===== src/rtl/mixreg_pkg.sv =====
`timescale 1ns/1ps
package mixreg_pkg;
  localparam int unsigned REG_W   = 32;
  localparam int unsigned OFF_CFG = 'h00;
  localparam int unsigned OFF_STS = 'h04;
  localparam int unsigned OFF_EVT = 'h08;

  typedef logic [REG_W-1:0] word_t;

  typedef enum logic [1:0] {
    PICK_CFG  = 2'd0,
    PICK_STS  = 2'd1,
    PICK_EVT  = 2'd2,
    PICK_NONE = 2'd3
  } reg_pick_e;

  // event register next value: clear by ones, hardware set dominates
  function automatic word_t evt_next(input word_t cur, input word_t clr_mask,
                                     input word_t set_mask);
    word_t kept;
    kept = cur & ~clr_mask;
    return kept | set_mask;
  endfunction
endpackage


===== src/rtl/mixreg_decode.sv =====
`timescale 1ns/1ps
module mixreg_decode
  import mixreg_pkg::*;
#(
  parameter int unsigned ADDR_W = 12
) (
  input  logic [ADDR_W-1:0] addr,
  output reg_pick_e         pick,
  output logic              mapped
);
  localparam logic [ADDR_W-1:0] A_CFG = ADDR_W'(OFF_CFG);
  localparam logic [ADDR_W-1:0] A_STS = ADDR_W'(OFF_STS);
  localparam logic [ADDR_W-1:0] A_EVT = ADDR_W'(OFF_EVT);

  always_comb begin
    if (addr == A_CFG)      pick = PICK_CFG;
    else if (addr == A_STS) pick = PICK_STS;
    else if (addr == A_EVT) pick = PICK_EVT;
    else                    pick = PICK_NONE;
  end

  assign mapped = (pick != PICK_NONE);
endmodule


===== src/rtl/mixreg_regs.sv =====
`timescale 1ns/1ps
module mixreg_regs
  import mixreg_pkg::*;
(
  input  logic  clk,
  input  logic  rst_n,
  input  logic  cfg_wr,
  input  logic  evt_wr,
  input  word_t wdata,
  input  word_t set_bits,
  output word_t cfg_q,
  output word_t evt_q
);
  word_t clr_mask;

  assign clr_mask = evt_wr ? wdata : '0;

  always_ff @(posedge clk) begin
    if (!rst_n) begin
      cfg_q <= '0;
    end else if (cfg_wr) begin
      cfg_q <= wdata;
    end
  end

  always_ff @(posedge clk) begin
    if (!rst_n) begin
      evt_q <= '0;
    end else begin
      evt_q <= evt_next(evt_q, clr_mask, set_bits);
    end
  end
endmodule


===== src/rtl/mixreg_rdmux.sv =====
`timescale 1ns/1ps
module mixreg_rdmux
  import mixreg_pkg::*;
(
  input  logic      rd_act,
  input  reg_pick_e pick,
  input  word_t     cfg_q,
  input  word_t     sts_in,
  input  word_t     evt_q,
  output word_t     rdata
);
  always_comb begin
    rdata = '0;
    if (rd_act) begin
      unique case (pick)
        PICK_CFG:  rdata = cfg_q;
        PICK_STS:  rdata = sts_in;
        PICK_EVT:  rdata = evt_q;
        default:   rdata = '0;
      endcase
    end
  end
endmodule


===== src/rtl/apb_mixreg_slave.sv =====
`timescale 1ns/1ps
module apb_mixreg_slave
  import mixreg_pkg::*;
#(
  parameter int unsigned ADDR_W = 12
) (
  input  logic              clk,
  input  logic              rst_n,
  input  logic              bus_sel,
  input  logic              bus_enable,
  input  logic              bus_write,
  input  logic [ADDR_W-1:0] bus_addr,
  input  logic [REG_W-1:0]  bus_wdata,
  output logic [REG_W-1:0]  bus_rdata,
  output logic              bus_ready,
  output logic              bus_err,
  input  logic [REG_W-1:0]  hw_status,
  input  logic [REG_W-1:0]  irq_set
);
  // named internal events, visible to the bound checker
  reg_pick_e pick;
  logic      mapped;
  logic      acc_ev;
  logic      wr_ev;
  logic      rd_ev;
  logic      cfg_wr_ev;
  logic      evt_wr_ev;
  word_t     cfg_q;
  word_t     evt_q;

  mixreg_decode #(.ADDR_W(ADDR_W)) u_dec (
    .addr   (bus_addr),
    .pick   (pick),
    .mapped (mapped)
  );

  assign acc_ev    = bus_sel & bus_enable;
  assign wr_ev     = acc_ev & bus_write;
  assign rd_ev     = acc_ev & ~bus_write;
  assign cfg_wr_ev = wr_ev & (pick == PICK_CFG);
  assign evt_wr_ev = wr_ev & (pick == PICK_EVT);

  mixreg_regs u_regs (
    .clk      (clk),
    .rst_n    (rst_n),
    .cfg_wr   (cfg_wr_ev),
    .evt_wr   (evt_wr_ev),
    .wdata    (bus_wdata),
    .set_bits (irq_set),
    .cfg_q    (cfg_q),
    .evt_q    (evt_q)
  );

  mixreg_rdmux u_mux (
    .rd_act (rd_ev),
    .pick   (pick),
    .cfg_q  (cfg_q),
    .sts_in (hw_status),
    .evt_q  (evt_q),
    .rdata  (bus_rdata)
  );

  assign bus_ready = 1'b1;
  assign bus_err   = acc_ev & ~mapped;
endmodule


===== config.mk =====
export PLATFORM = sky130hd
export DESIGN_NAME = apb_mixreg_slave
export DESIGN_NICKNAME = d
export VERILOG_FILES = /design/src/rtl/mixreg_pkg.sv /design/src/rtl/mixreg_decode.sv /design/src/rtl/mixreg_regs.sv /design/src/rtl/mixreg_rdmux.sv /design/src/rtl/apb_mixreg_slave.sv
export SDC_FILE = /design/constraint.sdc
export NUM_CORES = 1
export LEC_CHECK = 0
export BUFFER_PORTS_ARGS = -buffer_cell sky130_fd_sc_hd__buf_2
export CAP_MARGIN = 30
export CORE_ASPECT_RATIO = 1.4
export CORE_MARGIN = 3
export CORE_UTILIZATION = 49
export CTS_CLUSTER_SIZE = 30
export DETAILED_ROUTE_END_ITERATION = 10
export PLACE_DENSITY = 0.81
export SYNTH_ARGS = -nofsm -noshare
export SYNTH_HDL_FRONTEND = slang
export SYNTH_HIERARCHICAL = 1
export SYNTH_SLANG_ARGS = --single-unit

===== constraint.sdc =====
create_clock -name clk -period 1.9 [get_ports clk]
set_input_delay 0.285 -clock clk [delete_from_list [all_inputs] [get_ports clk]]
set_output_delay 0.285 -clock clk [all_outputs]
set_load 0.01 [all_outputs]

* After elaboration in Yosys (flattened, before gate mapping) *
Index checks and enable logic that the tools add are counted.

operators by class
  bitwise gates (word level) = 11
  equal/unequal tests = 5
  mux-type cells = 6
  reductions and logical operators = 2

operator list
  operator                                        number
  case mux 32 bit (3 select lines)                1
  2-to-1 mux 32 bit                               2
  AND 32 bit                                      1
  NOT 32 bit                                      1
  bitwise OR 32 bit                               1
  == test 12 x 3 -> 1 bit, second input constant  1
  == test 12 x 4 -> 1 bit, second input constant  1
  logical NOT 12 bit                              1
  AND 1 bit                                       6
  2-to-1 mux 2 bit                                2
  == test 2 x 1 -> 1 bit, second input constant   1
  == test 2 bit, second input constant            1
  logical NOT 2 bit                               1
  inequality test 2 bit, second input constant    1
  NOT 1 bit                                       2
  2-to-1 mux 1 bit                                1

storage, ports and cells
  input port bits = 113
  register bits after elaboration = 64
  logic and storage cells = 26
  output and inout bits = 34

* Logic depth before layout (Yosys ltp) *
Gate-level depths: netlist (run 1).

  depth after elaboration = 10
  gate-level depth with buffers = 7

* Cells and area by module *
The synthesis (run 1) kept the hierarchy.

by module, submodules not included
  module            sequential area each (um2)  times used  cells each  area each (um2)
  mixreg_regs       1,281.2                     1           238         2,404.8
  mixreg_rdmux      0.0                         1           145         1,056.0
  mixreg_decode     0.0                         1           8           58.8
  apb_mixreg_slave  0.0                         1           7           56.3

* Worst setup path after synthesis (run 1) *
Ideal clock, no wire load.

  kind = input -> output
  from = input port bus_addr[9]
  to = output port bus_rdata[11]
  stages on the path = 7
  slack = 0.142 ns
  buffers on the path = 2
  arrival = 1.473 ns
  cells stage by stage = nor4_2 nand3_1 buf_6 buf_2 nand3b_1 o21ai_1 and2_1

between the ends
  elaborated cells on any way between the ends = 11
  those cells by class = 4 x eq/ne; 5 x mux; 2 x reduce/logical

RTL lines
  what                                   line                    source
  from (decl)                            apb_mixreg_slave.sv:12  input logic [ADDR_W-1:0] bus_addr,
  == test 12 x 3 -> 1 bit                mixreg_decode.sv:17     else if (addr == A_STS) pick = PICK_STS;
  2-to-1 mux 2 bit                       mixreg_decode.sv:17
  2-to-1 mux 2 bit *                     mixreg_decode.sv:16     if (addr == A_CFG) pick = PICK_CFG;
  via pick[1]                            apb_mixreg_slave.sv:21  reg_pick_e pick;
  == test 2 bit (tied with other cells)  mixreg_rdmux.sv:15      unique case (pick)
  case mux 32 bit (3 select lines) *     mixreg_rdmux.sv:15
  2-to-1 mux 32 bit *                    mixreg_rdmux.sv:14      if (rd_act) begin
  to (decl)                              apb_mixreg_slave.sv:14  output logic [REG_W-1:0] bus_rdata,

The timed path passes the listed nets; every way through them passes the cells marked *.

* Worst setup path after layout (run 1) *
  from = input port bus_addr[10]
  to = output port bus_rdata[12]

Same word-level chain as after synthesis.

==> impl_summary.log, run 1 <==
[metrics] I/O pin cnt: 147
[metrics] global-route wire length before repair: 14500 um
[metrics] DRC Markers: 0
[metrics] Synth Register Bits: 64
[metrics] area share of the leading cell type in the synthesized netlist: 0.358
[metrics] number of distinct standard cells referenced by the synthesized netlist: 25
[metrics] FMAX: 0.478 GHz
[metrics] violated checks: negative setup slack
[metrics] max-slew violation total from the final report: 0
[metrics] routability-driven placement congestion ratio: 0.788
[metrics] summed instance area of the synthesized netlist: 0.00358 mm^2
[metrics] cell types with the highest counts after synthesis: sky130_fd_sc_hd__dfxtp_1, sky130_fd_sc_hd__mux2i_1, sky130_fd_sc_hd__o21ai_1
[metrics] power per unit of standard cell area: 540 mW/mm^2
[metrics] sum of negative setup slack: -5.92 ns
[metrics] Starting Density: 0.509
[metrics] maximum count of clock buffers along a single path: 2
[metrics] violation count after the first detailed-routing iteration: 263
[metrics] RSZ-0062 raised after global routing: true
[metrics] CTS tree: built
[metrics] standard-cell rows: 36
[metrics] area delta synth->final: 43.8%
[metrics] run status: finished, violations left
[metrics] full die area: 0.00837 mm^2
[metrics] Most used DFF post-synth: sky130_fd_sc_hd__dfxtp_1
[metrics] Syn Inst Count: 398
[metrics] detailed-router iteration count before antenna repair: 4
[metrics] number of clock buffers inserted by TritonCTS: 9
[metrics] endpoints failing setup: 65
[metrics] Port Buf Inserts: 145
[metrics] fraction of layout instances using a drive strength above 1: 0.395
[metrics] number of levels in the clock H-tree: 3
[metrics] sort of element at the end of the critical path: primary output
[metrics] routed length per placed instance: 16.8 um
[metrics] Clk Latency, worst-skew pair: 0.33 ns
[metrics] cell count after placement: 624
[metrics] Final Critical Period: 2.09 ns
[metrics] clock root cell: sky130_fd_sc_hd__clkbuf_8
[metrics] number of warning messages in the yosys log: 6
[metrics] Num Clock Sinks: 64
[metrics] biggest area consumer among synthesized cells: sky130_fd_sc_hd__dfxtp_1
[metrics] post-route setup slack: -0.193 ns
[metrics] fin util: 0.732
[metrics] All-Layer GR Usage: 0.215
[metrics] final routed wirelength across all metal layers: 11100 um
[metrics] Final period util: 1.10
[metrics] max-cap viol count: 0
[metrics] normalized max-slew margin: 0.632
[metrics] final global-route overflow total: 0
[metrics] cell types occupying the most area after synthesis: sky130_fd_sc_hd__dfxtp_1, sky130_fd_sc_hd__mux2i_1, sky130_fd_sc_hd__nand3b_1
[metrics] reg-to-reg slack, setup: 1.10 ns
[metrics] number of antenna violations at the first check in global routing: 0
[metrics] Max FO, Critical Path: 7
[metrics] post-DR vias/cell: 5.31
[metrics] largest net degree at the start of global routing: 41
[metrics] start-to-end type of the worst setup path: input pin to primary output
[metrics] Worst EP required: 1.62 ns
[metrics] clock skew after layout: 0 ns
[metrics] number of non-filler instances in the completed layout: 662
[metrics] maximum vdd drop: 0.461 mV
[metrics] class of the tightest hold or removal check: input pin to flip-flop
[metrics] Post-synth EDFFs: 0
[metrics] count of antenna diodes in the layout: 0
[metrics] count of vias placed by the detailed router: 3516
[metrics] half-perimeter wire length after detailed placement: 6360 um
[metrics] Setup crit start kind: input pin
[metrics] clock transition at the registers of the reported paths: 0.07 ns
[metrics] nets in the synthesized netlist: 511
[metrics] Hold Vio Cnt, Final: 0
[metrics] Lkg Pwr: 2.44 nW
[metrics] Die Span Y: 107 um
[metrics] async set-or-reset flop fraction in the synthesized netlist: 0
[metrics] mean instance size in the synthesized netlist: 8.98 um^2
[metrics] instance area at placement: 0.00438 mm^2
[metrics] number of nets still failing antenna checks after routing: 0
[metrics] die width: 78.2 um
[metrics] via count of the first global-routing pass: 3297
[metrics] arrival time at the worst endpoint: 1.81 ns
[metrics] Final Instance Area: 0.00514 mm^2
[metrics] slew at the pin closest to its max-slew limit: 0.552 ns
[metrics] fill cell total of the finished layout: 509
[metrics] proportion of synthesized chip area in sequential cells: 0.358
[metrics] area inside the core boundary: 0.00703 mm^2
[metrics] Post-CTS Hold Buffers: 0
[metrics] worst setup timing slack at the placement stage: -0.199 ns
[metrics] net total in the final layout: 676
-- power breakdown --
group	internal [mW]	total (mW)	leakage (nW)	switching [mW]
Combinational	0.171	0.324	1.82	0.153
Clock	0.534	1.04	0.0882	0.502
Sequential	1.39	1.42	0.526	0.0268
-- layout make-up --
| class | instances | area (um^2) | share of cell area |
|---|---|---|---|
| Clock inverter | 3 | 17.5 | 0.00341 |
| Clock buffer | 12 | 155 | 0.0302 |
| Sequential cell | 64 | 1280 | 0.249 |
| Multi-Input combinational cell | 270 | 2050 | 0.399 |
| Timing Repair Buffer | 186 | 1400 | 0.272 |
| Tap cell | 95 | 119 | 0.0231 |
| Inverter | 32 | 120 | 0.0234 |
-- registers in the layout (all words and copies together) (netlist names) --
register / flops
u_regs/evt_q: 32
u_regs/cfg_q: 32
-- cell families (layout without fill, tap and decap cells) --
kind of cell | after synthesis | after routing | synth area share
mux | 64 | 64 | 0.179
buf+inv | 64 | 233 | 0.108
other cells | 1 | 1 | 0.00105
compound gates | 97 | 97 | 0.148
simple gates | 108 | 108 | 0.206
flops | 64 | 64 | 0.358
-- placed cells by master, fill, tap and decap left out, drive strengths merged, types with 23 or more instances in the layout --
cell / Yosys / routed
buf: 25 / 175
dfxtp: 64 / 64
mux2i: 64 / 64
o21ai: 64 / 64
nand3b: 32 / 32
and2: 32 / 32
nor2b: 32 / 32
inv: 32 / 32
a31oi: 32 / 32
clkbuf: 7 / 23
-- through the flow --
| step | power (mW) | hold slack, ns |
|---|---|---|
| floorplan | 1.55 | 0.385 |
| global placement | 1.72 | 0.482 |
| detailed placement | 1.73 | 0.488 |
| CTS | 2.77 | 0.121 |
| global route | 2.89 | 0.131 |
| finish | 2.78 | 0.140 |
-- worst paths after layout --
path,cells past startpoint,start,endpoint
max,10,bus_addr[10],bus_rdata[12]
max reg2reg,2,u_regs/evt_q[1]$_SDFF_PN0_,u_regs/evt_q[1]$_SDFF_PN0_
min reg2reg,2,u_regs/cfg_q[20]$_SDFFE_PN0P_,u_regs/cfg_q[20]$_SDFFE_PN0P_
min,2,bus_wdata[14],u_regs/evt_q[14]$_SDFF_PN0_
-- metal layers --
layer	GRT usage	vias to the layer above	routed length, um
met5	0	-	0
met4	0.0875	0	270
met3	0.0429	18	532
met2	0.393	131	5890
met1	0.239	1653	4430
li1	-	1714	-
-- worst max-delay path, stage by stage --
cell and delay [ns]:
sky130_fd_sc_hd__buf_6 0.10, sky130_fd_sc_hd__nor4_4 0.27, sky130_fd_sc_hd__buf_4 0.17, sky130_fd_sc_hd__nand3_4 0.08
sky130_fd_sc_hd__buf_12 0.15, sky130_fd_sc_hd__buf_12 0.15, sky130_fd_sc_hd__mux2i_1 0.19, sky130_fd_sc_hd__o21ai_1 0.10
sky130_fd_sc_hd__and2_1 0.17, sky130_fd_sc_hd__buf_2 0.13
-- timing repair --
item | 4_1_cts | 5_1_grt
endpoints found under the setup margin | 32 | 32
pin swaps | 0 | 15
cloned | 0 | 15
setup buffers | 0 | 8
resized for setup | 6 | 42
Power figures use the tool's default switching activity.
==> run 2, diff against run 1 <==
--- a/config.mk
+++ b/config.mk
@@ -8,7 +8,7 @@
 export BUFFER_PORTS_ARGS = -buffer_cell sky130_fd_sc_hd__buf_2
 export CAP_MARGIN = 30
 export CORE_ASPECT_RATIO = 1.4
-export CORE_MARGIN = 3
+export CORE_MARGIN = 4
 export CORE_UTILIZATION = 49
 export CTS_CLUSTER_SIZE = 30
 export DETAILED_ROUTE_END_ITERATION = 10
==> impl_summary.log, run 2 (synthesis gave the netlist of run 1 again) <==
[metrics] number of antenna violations at the first check in global routing: 0 (unchanged)
[metrics] max-cap viol count: 0 (unchanged)
[metrics] start-to-end type of the worst setup path: input pin to primary output
[metrics] Hold Slack: 0.149 ns (+0.00958 ns)
[metrics] power per unit of standard cell area: 576 mW/mm^2 (+6.8%)
[metrics] arrival time at the worst endpoint: 1.74 ns (-0.07 ns)
[metrics] maximum vdd drop: 0.426 mV (-7.7%)
[metrics] area delta synth->final: 41.3%
[metrics] clock root cell: sky130_fd_sc_hd__clkbuf_8
[metrics] post-route setup slack: -0.124 ns (+0.0694 ns)
[metrics] number of cell instances on the worst register-to-register path: 2 (unchanged)
[metrics] CTS tree: built
[metrics] class of the tightest hold or removal check: input pin to flip-flop
[metrics] standard-cell rows: 36 (unchanged)
[metrics] post-DR vias/cell: 5.28 (-0.65%)
[metrics] Num Clock Sinks: 64 (unchanged)
[metrics] number of nets still failing antenna checks after routing: 0 (unchanged)
[metrics] fraction of layout instances using a drive strength above 1: 0.387 (-0.00837)
[metrics] final global-route overflow total: 0 (unchanged)
[metrics] RSZ-0062 raised after global routing: true
[metrics] violated checks: negative setup slack
[metrics] Port Buf Inserts: 145 (unchanged)
[metrics] largest registers: u_regs/cfg_q x32, u_regs/evt_q x32
[metrics] All-Layer GR Usage: 0.225 (+0.0107)
[metrics] maximum count of clock buffers along a single path: 2 (unchanged)
[metrics] startpoint of the most critical setup path: bus_addr[8]
[metrics] half-perimeter wire length after detailed placement: 6700 um (+5.5%)
[metrics] number of non-filler instances in the completed layout: 651 (-1.7%)
[metrics] Final period util: 1.07 (-0.0365)
[metrics] max-slew violation total from the final report: 0 (unchanged)
[metrics] reg-to-reg slack, setup: 1.12 ns (+0.02 ns)
[metrics] I/O pin cnt: 147 (unchanged)
[metrics] count of antenna diodes in the layout: 0 (unchanged)
[metrics] full die area: 0.00875 mm^2 (+4.5%)
[metrics] most frequent cells in the layout: sky130_fd_sc_hd__buf_2, sky130_fd_sc_hd__dfxtp_1, sky130_fd_sc_hd__mux2i_1
[metrics] Final Critical Period: 2.02 ns (-0.0694 ns)
[metrics] fill cell total of the finished layout: 526 (+3.3%)
[metrics] routability-driven placement congestion ratio: 0.809 (+2.7%)
[metrics] termination of the worst setup path: bus_rdata[30]
[metrics] cell count after placement: 619 (-0.80%)
[metrics] Clk Latency, worst-skew pair: 0.32 ns (about the same)
[metrics] worst setup timing slack at the placement stage: -0.215 ns (-0.0158 ns)
[metrics] routed length per placed instance: 16.4 um (-2.2%)
[metrics] die width: 80.2 um (+2.6%)
[metrics] Final Instance Area: 0.00505 mm^2 (-1.8%)
[metrics] commonest non-fill, non-tap cell in the layout: sky130_fd_sc_hd__buf_2
[metrics] Post-CTS Hold Buffers: 0 (unchanged)
[metrics] number of levels in the clock H-tree: 3 (unchanged)
[metrics] area inside the core boundary: 0.00703 mm^2 (unchanged)
[metrics] largest net degree at the start of global routing: 40 (-2.4%)
[metrics] fin util: 0.719 (-0.0128)
[metrics] final routed wirelength across all metal layers: 10700 um (-3.8%)
[metrics] run status: finished, violations left
[metrics] number of clock buffers inserted by TritonCTS: 9 (unchanged)
[metrics] Die Span Y: 109 um (+1.9%)
[metrics] global-route wire length before repair: 15500 um (+6.9%)
[metrics] FMAX: 0.494 GHz (+3.4%)
[metrics] count of vias placed by the detailed router: 3435 (-2.3%)
[metrics] Lkg Pwr: 2.39 nW (-1.9%)
[metrics] Worst EP required: 1.62 ns (about the same)
[metrics] clock transition at the registers of the reported paths: 0.07 ns (about the same)
[metrics] endpoints failing setup: 54 (-17%)
[metrics] sort of element at the end of the critical path: primary output
[metrics] Starting Density: 0.509 (unchanged)
[metrics] Hold Vio Cnt, Final: 0 (unchanged)
[metrics] via count of the first global-routing pass: 3523 (+6.9%)
[metrics] instance area at placement: 0.00435 mm^2 (-0.74%)
[metrics] Max FO, Critical Path: 14 (+7)
[metrics] DRC Markers: 0 (unchanged)
[metrics] worst reg2reg startpoint: u_regs/evt_q[9]$_SDFF_PN0_
[metrics] clock skew after layout: 0 ns (unchanged)
[metrics] violation count after the first detailed-routing iteration: 175 (-33%)
[metrics] critical register-to-register path endpoint: u_regs/evt_q[9]$_SDFF_PN0_
[metrics] detailed-router iteration count before antenna repair: 4 (unchanged)
[metrics] Setup crit start kind: input pin
[metrics] net total in the final layout: 664 (-1.8%)
## run 2: changes by cell type in the layout (fill, tap and decap cells not counted), moves of 2 or more
| cell | before | now |
|---|---|---|
| sky130_fd_sc_hd__clkbuf_16 | 11 | 4 |
| sky130_fd_sc_hd__buf_4 | 10 | 4 |
| sky130_fd_sc_hd__buf_16 | 0 | 5 |
| sky130_fd_sc_hd__buf_6 | 16 | 11 |
| sky130_fd_sc_hd__o21ai_1 | 35 | 32 |
| sky130_fd_sc_hd__o21ai_2 | 2 | 5 |
| sky130_fd_sc_hd__mux2i_2 | 10 | 8 |
## run 2: worst min-delay path by stage
stage | cells after the start | startpoint | end
2_1_floorplan | 1 | bus_wdata[11] | u_regs/evt_q[11]$_SDFF_PN0_
6_report | 2 | bus_wdata[3] | u_regs/evt_q[3]$_SDFF_PN0_
5_1_grt | 2 | bus_wdata[11] | u_regs/evt_q[11]$_SDFF_PN0_
3_3_place_gp | 2 | bus_wdata[29] | u_regs/evt_q[29]$_SDFF_PN0_
3_5_place_dp | 2 | bus_wdata[13] | u_regs/evt_q[13]$_SDFF_PN0_
4_1_cts | 2 | bus_wdata[13] | u_regs/evt_q[13]$_SDFF_PN0_
## run 2: cell type report
cell class,count,area [um^2],share of cell area
multi-input cells,270,2050,0.406
flip-flops and latches,64,1280,0.254
repair buffers,174,1270,0.252
clock buffers,11,151,0.0300
inverters,32,120,0.0238
well taps,95,119,0.0235
clock inverters,5,55.1,0.0109
## run 2: what timing repair did
| item | in CTS | in global routing |
|---|---|---|
| gates cloned | 5 | 5 |
| setup buffers | 5 | 2 |
| pin swaps | 12 | 32 |
| resized for setup | 17 | 36 |
| setup endpoints to repair | 32 | 64 |
## run 2: power breakdown
| part | switching (mW) | internal, mW | total (mW) |
|---|---|---|---|
| clock network | 0.510 | 0.673 | 1.18 |
| logic | 0.147 | 0.163 | 0.311 |
| registers | 0.0286 | 1.39 | 1.42 |
| total | 0.686 | 2.23 | 2.91 |
## run 2: critical path: stages
cell and delay [ns]:
sky130_fd_sc_hd__buf_2 0.11, sky130_fd_sc_hd__nor4_4 0.29, sky130_fd_sc_hd__nand3_2 0.13, sky130_fd_sc_hd__buf_8 0.18, sky130_fd_sc_hd__buf_6 0.16, sky130_fd_sc_hd__mux2i_2 0.22
sky130_fd_sc_hd__o21ai_1 0.07, sky130_fd_sc_hd__and2_1 0.15, sky130_fd_sc_hd__buf_2 0.13
## run 2: per-layer routing
layer  GRT usage  wire, um  up-vias
met1       0.240      4020     1593
met2       0.429      5910      126
met3      0.0355       566       21
li1            -         -     1695
met5           0         0        -
met4      0.0966       200        0
## run 2: per-stage QoR
| stage | power [mW] | TNS, ns |
|---|---|---|
| floorplan | 1.55 | 0 |
| global placement | 1.72 | -11.84 |
| detailed placement | 1.73 | -16.90 |
| CTS | 2.91 | -1.64 |
| global route | 3.02 | -9.59 |
| finish | 2.91 | -2.99 |
